**src/rtl/bb_xlate_pkg.sv**
```systemverilog
package bb_xlate_pkg;

    localparam int unsigned XW    = 32;
    localparam int unsigned SEL_W = 2;

    typedef logic [XW-1:0] xaddr_t;

    typedef enum logic [SEL_W-1:0] {
        SEL_BASE  = 2'd0,
        SEL_LIMIT = 2'd1,
        SEL_MODE  = 2'd2,
        SEL_NONE  = 2'd3
    } ctx_sel_e;

    // Translation context: mode flag plus relocation pair
    typedef struct packed {
        logic   user;
        xaddr_t base;
        xaddr_t limit;
    } ctx_t;

    typedef struct packed {
        logic   valid;
        logic   fault;
        xaddr_t paddr;
    } xresp_t;

    // Unsigned limit test: out of range when vaddr >= limit
    function automatic logic out_of_range(xaddr_t vaddr, xaddr_t limit);
        return vaddr >= limit;
    endfunction

    // Relocation; result width drops the carry
    function automatic xaddr_t relocate(xaddr_t vaddr, xaddr_t base);
        xaddr_t sum;
        sum = vaddr + base;
        return sum;
    endfunction

endpackage

```
**src/rtl/bb_ctx_regs.sv**
```systemverilog
module bb_ctx_regs
    import bb_xlate_pkg::*;
(
    input  logic             clk,
    input  logic             rst,
    input  logic             wr_en,
    input  logic [SEL_W-1:0] wr_sel,
    input  xaddr_t           wr_data,
    output ctx_t             ctx,
    output logic             priv_fault
);

    logic wr_ok;
    logic wr_bad;

    assign wr_ok  = wr_en && !ctx.user;
    assign wr_bad = wr_en &&  ctx.user;

    always_ff @(posedge clk) begin
        if (rst) begin
            ctx        <= '0;
            priv_fault <= 1'b0;
        end else begin
            priv_fault <= wr_bad;
            if (wr_ok) begin
                case (ctx_sel_e'(wr_sel))
                    SEL_BASE:  ctx.base  <= wr_data;
                    SEL_LIMIT: ctx.limit <= wr_data;
                    SEL_MODE:  ctx.user  <= wr_data[0];
                    default:   ;
                endcase
            end
        end
    end

    // A user-mode write must not disturb any context field
    assert_user_write_frozen_R7: assert property (@(posedge clk) disable iff (rst)
        wr_bad |=> ($stable(ctx.base) && $stable(ctx.limit) && ctx.user));

    assert_priv_fault_pulse_R7: assert property (@(posedge clk) disable iff (rst)
        wr_bad |=> priv_fault);

    assert_priv_fault_cause_R7: assert property (@(posedge clk) disable iff (rst)
        !wr_bad |=> !priv_fault);

endmodule

```
**src/rtl/bb_xlate_calc.sv**
```systemverilog
module bb_xlate_calc
    import bb_xlate_pkg::*;
(
    input  ctx_t   ctx,
    input  logic   req_valid,
    input  xaddr_t req_vaddr,
    output xresp_t nxt
);

    logic   over;
    xaddr_t moved;

    // Limit compare and relocation add run side by side
    assign over  = ctx.user && out_of_range(req_vaddr, ctx.limit);
    assign moved = relocate(req_vaddr, ctx.base);

    always_comb begin
        nxt.valid = req_valid;
        nxt.fault = req_valid && over;
        if (!req_valid || over)
            nxt.paddr = '0;
        else if (ctx.user)
            nxt.paddr = moved;
        else
            nxt.paddr = req_vaddr;
    end

endmodule

```
**src/rtl/bb_resp_stage.sv**
```systemverilog
module bb_resp_stage
    import bb_xlate_pkg::*;
(
    input  logic   clk,
    input  logic   rst,
    input  xresp_t nxt,
    input  logic   user_in,
    output xresp_t rsp
);

    always_ff @(posedge clk) begin
        if (rst) rsp <= '0;
        else     rsp <= nxt;
    end

    assert_valid_follows_R2: assert property (@(posedge clk) disable iff (rst)
        nxt.valid |=> rsp.valid);

    assert_idle_quiet_R2: assert property (@(posedge clk) disable iff (rst)
        !nxt.valid |=> (!rsp.valid && !rsp.fault && rsp.paddr == '0));

    assert_priv_no_fault_R8: assert property (@(posedge clk) disable iff (rst)
        !user_in |=> !rsp.fault);

    assert_fault_zero_addr_R5: assert property (@(posedge clk) disable iff (rst)
        rsp.fault |-> (rsp.paddr == '0 && rsp.valid));

endmodule

```
**src/rtl/bb_xlate_top.sv**
```systemverilog
module bb_xlate_top
    import bb_xlate_pkg::*;
(
    input  logic             clk,
    input  logic             rst,
    input  logic             req_valid,
    input  logic [XW-1:0]    req_vaddr,
    input  logic             wr_en,
    input  logic [SEL_W-1:0] wr_sel,
    input  logic [XW-1:0]    wr_data,
    output logic             rsp_valid,
    output logic [XW-1:0]    rsp_paddr,
    output logic             rsp_fault,
    output logic             priv_fault,
    output logic             user_mode
);

    ctx_t   ctx;
    xresp_t nxt;
    xresp_t rsp;

    bb_ctx_regs u_regs (
        .clk        (clk),
        .rst        (rst),
        .wr_en      (wr_en),
        .wr_sel     (wr_sel),
        .wr_data    (wr_data),
        .ctx        (ctx),
        .priv_fault (priv_fault)
    );

    bb_xlate_calc u_calc (
        .ctx       (ctx),
        .req_valid (req_valid),
        .req_vaddr (req_vaddr),
        .nxt       (nxt)
    );

    bb_resp_stage u_resp (
        .clk     (clk),
        .rst     (rst),
        .nxt     (nxt),
        .user_in (ctx.user),
        .rsp     (rsp)
    );

    assign rsp_valid = rsp.valid;
    assign rsp_paddr = rsp.paddr;
    assign rsp_fault = rsp.fault;
    assign user_mode = ctx.user;

    assert_passthrough_R3: assert property (@(posedge clk) disable iff (rst)
        (req_valid && !user_mode) |=> (rsp_paddr == $past(req_vaddr)));

    assert_limit_fault_R5: assert property (@(posedge clk) disable iff (rst)
        (req_valid && user_mode && req_vaddr >= ctx.limit) |=> rsp_fault);

endmodule

```
**config.mk**
```make
export PLATFORM = sky130hd
export DESIGN_NAME = bb_xlate_top
export DESIGN_NICKNAME = d
export VERILOG_FILES = /design/src/rtl/bb_xlate_pkg.sv /design/src/rtl/bb_ctx_regs.sv /design/src/rtl/bb_xlate_calc.sv /design/src/rtl/bb_resp_stage.sv /design/src/rtl/bb_xlate_top.sv
export SDC_FILE = /design/constraint.sdc
export NUM_CORES = 1
export LEC_CHECK = 0
export ABC_AREA = 1
export BUFFER_PORTS_ARGS = -buffer_cell sky130_fd_sc_hd__buf_2
export CAP_MARGIN = 20
export CORE_AREA = 2 2 119 121
export CTS_CLUSTER_DIAMETER = 200
export CTS_CLUSTER_SIZE = 16
export DETAILED_ROUTE_END_ITERATION = 10
export DIE_AREA = 0 0 121 123
export PLACE_DENSITY = 0.8
export SETUP_SLACK_MARGIN = 0.1
export SYNTH_ARGS = -nofsm -noshare
export SYNTH_HDL_FRONTEND = slang
export SYNTH_HIERARCHICAL = 1
export SYNTH_SLANG_ARGS = --single-unit
export TNS_END_PERCENT = 1
```
**constraint.sdc**
```tcl
create_clock -name clk -period 2.05 [get_ports clk]
set_input_delay 0 -clock clk [delete_from_list [all_inputs] [get_ports clk]]
set_output_delay 0 -clock clk [all_outputs]
set_load 0.02 [all_outputs]
```
==> summary.md, run 1 <==
| Metric | Value |
|---|---|
| Critical path required time | `~2300 ps` |
| Port bufs | `105` |
| Clk buf depth | `2` |
| Dpl ws | `0.500 ps` |
| Tmin final | `2040 ps` |
| Clk slew on worst S/H paths | `70 ps` |
| Number of DRC markers in iteration 0 | `about 640` |
| Total Routing Usage GR | `28.6%` |
| ANT cells | `0` |
| Largest net degree at the start of global routing | `65` |
| Drt pass-1 iters | `6` |
| DR vias | `8,488` |
| Setup WS post-layout | `6.54 ps` |
| Residual DRC | `0` |
| Worst setup SP type | `flip-flop` |
| CTS tree | `built` |
| Worst slew margin | `63.4%` |
| Fmax achieved | `0.489 GHz` |
| Worst vdd ir | `slightly below 0.0004 V` |
| Yosys top cell area share | `around a quarter` |
| Rows | `43` |
| Synthesized cell area | `0.00782 mm2` |
| Max-cap violations | `0` |
| Initial core utilization | `between 50 and 60%` |
| Post-DP HPWL | `15.5 mm` |
| Post-synth EDFFs | `0` |
| Warnings, synthesis | `6` |
| Part of the cycle the worst path needs | `99.7%` |
| Post-layout util | `71.9%` |
| Initial antenna violation count | `0` |
| Worst Skew | `9.11 ps` |
| Drt total wl | `22.4 mm` |
| Final Hold Slack | `10.7 ps` |
| Synthesized Nets | `1,463` |
| Number of global-route vias before repair | `7,264` |
| Sequential fraction of the synthesis area | `25.6%` |
| Setup violation total in the final timing report | `0` |
| Placer congestion estimate | `0.979` |
| Die width | `121 um` |
| Global-route wire length before repair | `33.9 mm` |
| Die Area | `0.0149 mm2` |
| H-tree depth | `3` |
| Commonest cells post-synth | `nand2_1, inv_1, nor2_1` |
| Critical path class | `reg2reg` |
| Hold Vio Cnt, Final | `0` |
| Final Power | `5.42 mW` |
| Area growth syn-to-layout | `25.2%` |
| Tightest Pin Transition | `549 ps` |
| Worst skew pair latency | `360 ps` |
| Most common cell in the netlist | `nand2_1` |
| Clk sinks | `100` |
| Fraction of registers with async set or reset after synthesis | `0%` |
| Critical path arrival | `2330 ps` |
| Number of synthesized register bits | `100` |
| Vias/cell | `around 5.2` |
| Biggest area consumer among synthesized cells | `dfxtp_1` |
| CTS root buf | `clkbuf_16` |
| Status | `finished clean` |
| Worst hold path depth | `5` |
| Worst Setup End Kind | `flip-flop` |
| Yosys cell types | `37` |
| Area contributors post-synth | `dfxtp_1, nand2_1, inv_1` |
| Path depth of the worst reg2reg path | `15` |
| Gr ovfl total | `0` |
| Inst Count DP | `1,585` |
| Pins Over Slew Limit | `0` |
| Synthesized instance count | `1,329` |
| Top FF cell, synth | `dfxtp_1` |
| Post-Layout Cell Count | `1,637` |
| HP Class | `in2reg` |
| Cts bufs inserted | `9` |
| Cell Pwr Density | `~550 mW/mm2` |
| Layout cells sized above 1 | `23.6%` |
| # fillers | `1,122` |
| Post-detailed-route count of antenna-violating nets | `0` |
| RSZ-0062 raised after global routing | `true` |
| Syn Area/Cell | `5.89 um2` |
| Die Y | `123 um` |
| Critical path fanouts, max | `23` |
| # IOs | `between 100 and 150` |
| Per-cell routed wire length | `13.7 um` |
| Leak | `between 5 and 6 nW` |
| Fin nets | `1,586` |
| Core Area | `0.0136 mm2` |
[metrics by stage]
stage	TNS (ps)	instance area [um2]
2_1_floorplan	0	7820
3_3_place_gp	0	8480
3_5_place_dp	0	8480
4_1_cts	0	9170
5_1_grt	-1420	9790
6_report	0	9790
[flip-flops by register name (all words and copies together), names as in the netlist]
signal	flops
u_regs/ctx	65
u_resp/rsp	34
u_regs/priv_fault	1
[cell families (layout without fill, tap and decap cells)]
family | Yosys count | after routing | share of synthesized area [%]
flops | 100 | 100 | 25.6
xor+xnor | 4 | 4 | 0.448
fa+ha+maj | 64 | 64 | 10.3
buf+inv | 303 | 431 | 15.8
mux | 2 | 2 | 0.256
compound gates | 97 | 97 | 6.45
simple gates | 759 | 759 | 41.1
[cell usage in the layout (no fill, tap or decap), types with 3 or more instances in the layout]
cell type and count:
a21o_1 4, nand3_2 12, dfxtp_1 73, nor2_4 7, o21ai_0 12, buf_2 105, buf_12 5, buf_4 10
a21oi_2 9, ha_2 5, nand2_2 35, nand3_1 94, nand2_4 8, nor3_1 3, nand2_1 340, nand4_1 8
dfxtp_2 27, nor2_1 208, clkinv_1 8, inv_2 35, inv_1 217, ha_4 29, clkbuf_16 9, o21ai_1 7
ha_1 29, dlygate4sd3_1 33, nor2_2 22, or2_2 9, and2_1 3, a21oi_1 62
[worst max-delay path: stages, from the launching register on]
cell and delay, ps:
dfxtp_2 330, inv_1 60, ha_1 290, nand2_1 130, inv_1 70, a21oi_1 180, nand2_1 80, nand2_1 80
nand2_2 70, nand2_2 70, nand2_2 70, nand2_4 120, nand2_8 130, nor2_1 150, inv_1 50, nor2_1 80
[final cells by class]
| class | instances | area (um2) | area share [%] |
|---|---|---|---|
| timing repair buffer | 155 | 1050 | 10.8 |
| multi-input combinational | 926 | 5210 | 53.2 |
| sequential | 100 | 2040 | 20.8 |
| clock inverter | 6 | 53.8 | 0.549 |
| inverter | 260 | 976 | 9.97 |
| tap | 180 | 225 | 2.30 |
| clock buffer | 10 | 239 | 2.44 |
[routing by layer]
| layer | wire, um | vias up | GRT usage (%) |
|---|---|---|---|
| met5 | 0 | - | 0 |
| met4 | 580 | 0 | 8.50 |
| met3 | 1840 | 57 | 3.87 |
| met2 | 10100 | 400 | 46.0 |
| met1 | 9870 | 3759 | 40.0 |
| li1 | - | 4272 | - |
[final timing paths]
kind	from	slack, ps	to
worst min register to register	u_regs/ctx[18]$_SDFFE_PP0P_	480	u_regs/ctx[18]$_SDFFE_PP0P_
worst max register to register	u_regs/ctx[2]$_SDFFE_PP0P_	7	u_resp/rsp[9]$_SDFF_PP0_
worst min-delay path	wr_data[24]	10	u_regs/ctx[56]$_SDFFE_PP0P_
worst max-delay path	u_regs/ctx[2]$_SDFFE_PP0P_	7	u_resp/rsp[9]$_SDFF_PP0_
[repair_timing]
action / 4_1_cts / 5_1_grt
endpoints found under the setup margin: 32 / 33
hold buffers: 33 / 0
gates resized for setup: 17 / 139
pin swaps: 1 / 31
setup buffers: 0 / 2
gates cloned: 1 / 0
hold endpoints to repair: 54 / 0
[report_power, final]
group          internal, mW  switching (mW)
combinational         0.626           0.975
clock                 0.884           0.826
sequential             2.05          0.0637
Power figures use the tool's default switching activity.
==> inputs of run 2 (changes only) <==
Settings changed: CORE_AREA 2 2 119 121 to 2 2 135 137, DIE_AREA 0 0 121 123 to 0 0 137 139, PLACE_DENSITY 0.8 to unset.
==> run 2 against run 1 <==
Effect of this change: total power up 0.34%; critical path depth did not move; first-iteration DRC count shrank 36%; clock power is 6% higher; combinational power is 5% lower; cell count rose by 3.4%; sequential power about the same; core utilization fell by 17 points; highest routed layer unchanged; largest cell class unchanged; final area fell by 0.74%; sequential share of layout area about the same; routed wire length is 1.3% lower; global-route usage decreased by 5.0 points.
==> summary.md, run 2 (synthesized netlist as in run 1, its figures left out) <==
| Metric | Value |
|---|---|
| Status | `finished clean` |
| Met1 usage | `35.8% (-4.2 points)` |
| ANT cells | `0 (unchanged)` |
| Cts bufs inserted | `9 (unchanged)` |
| Hold Path End | `u_resp/rsp[33]$_SDFF_PP0_` |
| Max stage delay on crit path | `410 ps (+80 ps)` |
| Port bufs | `105 (unchanged)` |
| Worst skew pair latency | `360 ps (about the same)` |
| Grt peak-use layer | `met1` |
| H-tree depth | `3 (unchanged)` |
| Critical-path cell list | `ha_4 > inv_2 > fa_2 > inv_2 > buf_4 > nand3_1 > nand3_4 > nand2_2 > nand3_1 > nand3_1 > nand2_1 > clkinv_1 > nor2_1 > inv_1 > nor2_1` |
| CP max-delay cell | `fa_2` |
| Vias/cell | `4.69 (-9.6%)` |
| Most used cell, CP | `nand3_1` |
| # IOs | `106 (unchanged)` |
| Commonest non-fill, non-tap cell in the layout | `nand2_1` |
| Worst Setup End Kind | `flip-flop` |
| DR vias | `7,930 (-6.6%)` |
| Residual DRC | `0 (unchanged)` |
| Placer congestion estimate | `0.949 (-3.1%)` |
| Rows | `49 (+14%)` |
| Flop pwr share | `38.7% (-0.2 points)` |
| Die width | `137 um (+13%)` |
| Critical path fanouts, max | `4 (-83%)` |
| Clk slew on worst S/H paths | `80 ps (about the same)` |
| Post-DP HPWL | `16.5 mm (+7.0%)` |
| Commonest non-fill, non-tap cells in the layout | `nand2_1, inv_1, nor2_1` |
| R2R Setup Slk | `50 ps (+40 ps)` |
| Die Y | `139 um (+13%)` |
| Sw Ratio | `33.6% (-0.76 points)` |
| Fmax achieved | `0.499 GHz (+2.0%)` |
| Fin nets | `1,592 (+0.38%)` |
| Clock power share | `33.4% (+1.9 points)` |
| Tmin final | `2000 ps (-40.8 ps)` |
| Critical path class | `reg2reg` |
| Met2 Track Usage GR | `34.8% (-11 points)` |
| Clk sinks | `100 (unchanged)` |
| Clk buf depth | `2 (unchanged)` |
| Worst Skew | `7.59 ps (-1.52 ps)` |
| Largest net degree at the start of global routing | `97 (+49%)` |
| Max reg flops | `65 (unchanged)` |
| Number of global-route vias before repair | `7,090 (-2.4%)` |
| Hold Vio Cnt, Final | `0 (unchanged)` |
| P_sw | `1.83 mW (-1.9%)` |
| Global-route wire length before repair | `35.4 mm (+4.4%)` |
| Worst hold path depth | `3 (-2)` |
| Reg with most FFs | `u_regs/ctx` |
| Initial antenna violation count | `0 (unchanged)` |
| Number of DRC markers in iteration 0 | `412 (-36%)` |
| Worst Hold Launch | `req_valid` |
| Cell Pwr Density | `560 mW/mm2 (+1.1%)` |
| Die Area | `0.0190 mm2 (+28%)` |
| Core Area | `0.0177 mm2 (+30%)` |
| Worst setup SP type | `flip-flop` |
| CTS tree | `built` |
| Drt total wl | `22.1 mm (-1.3%)` |
| Leak | `5.12 nW (-0.28%)` |
| Worst vdd ir | `0.000544 V (+37%)` |
| Total Routing Usage GR | `23.6% (-5.0 points)` |
| Inst Count DP | `1,639 (+3.4%)` |
| Part of the cycle the worst path needs | `97.7% (-2.0 points)` |
| Biggest regs | `u_regs/ctx x65, u_resp/rsp x34, u_regs/priv_fault x1` |
| Final Hold Slack | `9.59 ps (-1.14 ps)` |
| Post-detailed-route count of antenna-violating nets | `0 (unchanged)` |
| Path depth of the worst reg2reg path | `15 (unchanged)` |
| RSZ-0062 raised after global routing | `true` |
| Worst slew margin | `57.5% (-5.8 points)` |
| Per-cell routed wire length | `13.1 um (-4.5%)` |
| Layout cells sized above 1 | `21.5% (-2.1 points)` |
| HP Class | `in2reg` |
| Max-cap violations | `0 (unchanged)` |
| Pins Over Slew Limit | `0 (unchanged)` |
| Post-Layout Cell Count | `1,692 (+3.4%)` |
| Area growth syn-to-layout | `24.2%` |
| Fin Setup TNS | `0 ps (unchanged)` |
| CTS root buf | `clkbuf_16` |
| Reg-to-Reg Start | `u_regs/ctx[32]$_SDFFE_PP0P_` |
| Critical path arrival | `2300 ps (-30 ps)` |
| Logic pwr share | `27.9% (-1.6 points)` |
| Drt pass-1 iters | `5 (-1)` |
| Gr ovfl total | `0 (unchanged)` |
| Critical R2R Capture | `u_resp/rsp[18]$_SDFF_PP0_` |
| Tightest Pin Transition | `636 ps (+87.5 ps)` |
| Pint | `3.61 mW (+1.5%)` |
| Setup violation total in the final timing report | `0 (unchanged)` |
| Critical path required time | `2350 ps (about the same)` |
| Met3 Use GR | `2.30% (-1.6 points)` |
| Initial core utilization | `44.3% (-13 points)` |
run 2: worst max-delay path by stage:
stage / endpoint / slack [ps] / cells after the start / start
2_1_floorplan: u_resp/rsp[16]$_SDFF_PP0_ / 150 / 16 / u_regs/ctx[32]$_SDFFE_PP0P_
3_3_place_gp: u_resp/rsp[8]$_SDFF_PP0_ / 7 / 15 / u_regs/ctx[32]$_SDFFE_PP0P_
3_5_place_dp: u_resp/rsp[8]$_SDFF_PP0_ / -30 / 15 / u_regs/ctx[32]$_SDFFE_PP0P_
4_1_cts: u_resp/rsp[13]$_SDFF_PP0_ / 70 / 13 / u_regs/ctx[34]$_SDFFE_PP0P_
5_1_grt: u_resp/rsp[30]$_SDFF_PP0_ / -70 / 17 / u_regs/ctx[32]$_SDFFE_PP0P_
6_report: u_resp/rsp[18]$_SDFF_PP0_ / 50 / 15 / u_regs/ctx[32]$_SDFFE_PP0P_
run 2: layout make-up:
class,count,area [um2]
tap,229,287
inverter,260,976
fill,1850,7940
clock buffer,10,229
clock inverter,6,78.8
sequential,100,2020
multi-input combinational,926,5050
timing repair buffer,161,1080
run 2: critical path: cells and delay by family (launching register included):
family / cells / cell delay (ps)
flip-flops: 1 / 360
AND/OR/NAND/NOR: 8 / 680
buffers and inverters: 5 / 320
adder cells (fa/ha/maj): 2 / 550
run 2: metal layers:
| layer | share of wire (%) | up-vias | wire length, um |
|---|---|---|---|
| met5 | 0 | - | 0 |
| met4 | 1.9 | 0 | 427 |
| met3 | 5.1 | 26 | 1130 |
| met2 | 42 | 205 | 9370 |
| met1 | 51 | 3422 | 11200 |
| li1 | - | 4277 | - |
run 2: power groups by stage:
stage	Sequential, mW	Combinational (mW)	Clock, mW
after floorplan	2.17	0.923	0
after global placement	2.14	1.32	0
after detailed placement	2.14	1.33	0
after CTS	2.10	1.41	1.87
after global routing	2.12	1.71	1.94
final	2.11	1.52	1.82
run 2: through the flow:
stage	setup WS [ps]	util, %	total power, mW	instance area, um2
5_1_grt	-68.7	55.0	5.77	9720
3_5_place_dp	-30.8	48.5	3.47	8560
4_1_cts	68.7	52.8	5.38	9330
2_1_floorplan	153	-	3.09	7820
6_report	47.3	55.0	5.44	9720
3_3_place_gp	7.36	48.5	3.46	8560
run 2: timing repair:
action,in CTS,in global routing
gates resized for setup,25,91
cloned,1,0
hold buffers,33,0
pin swaps,2,24
setup endpoints to repair,32,33
buffers inserted,0,3
endpoints found under the hold margin,60,0
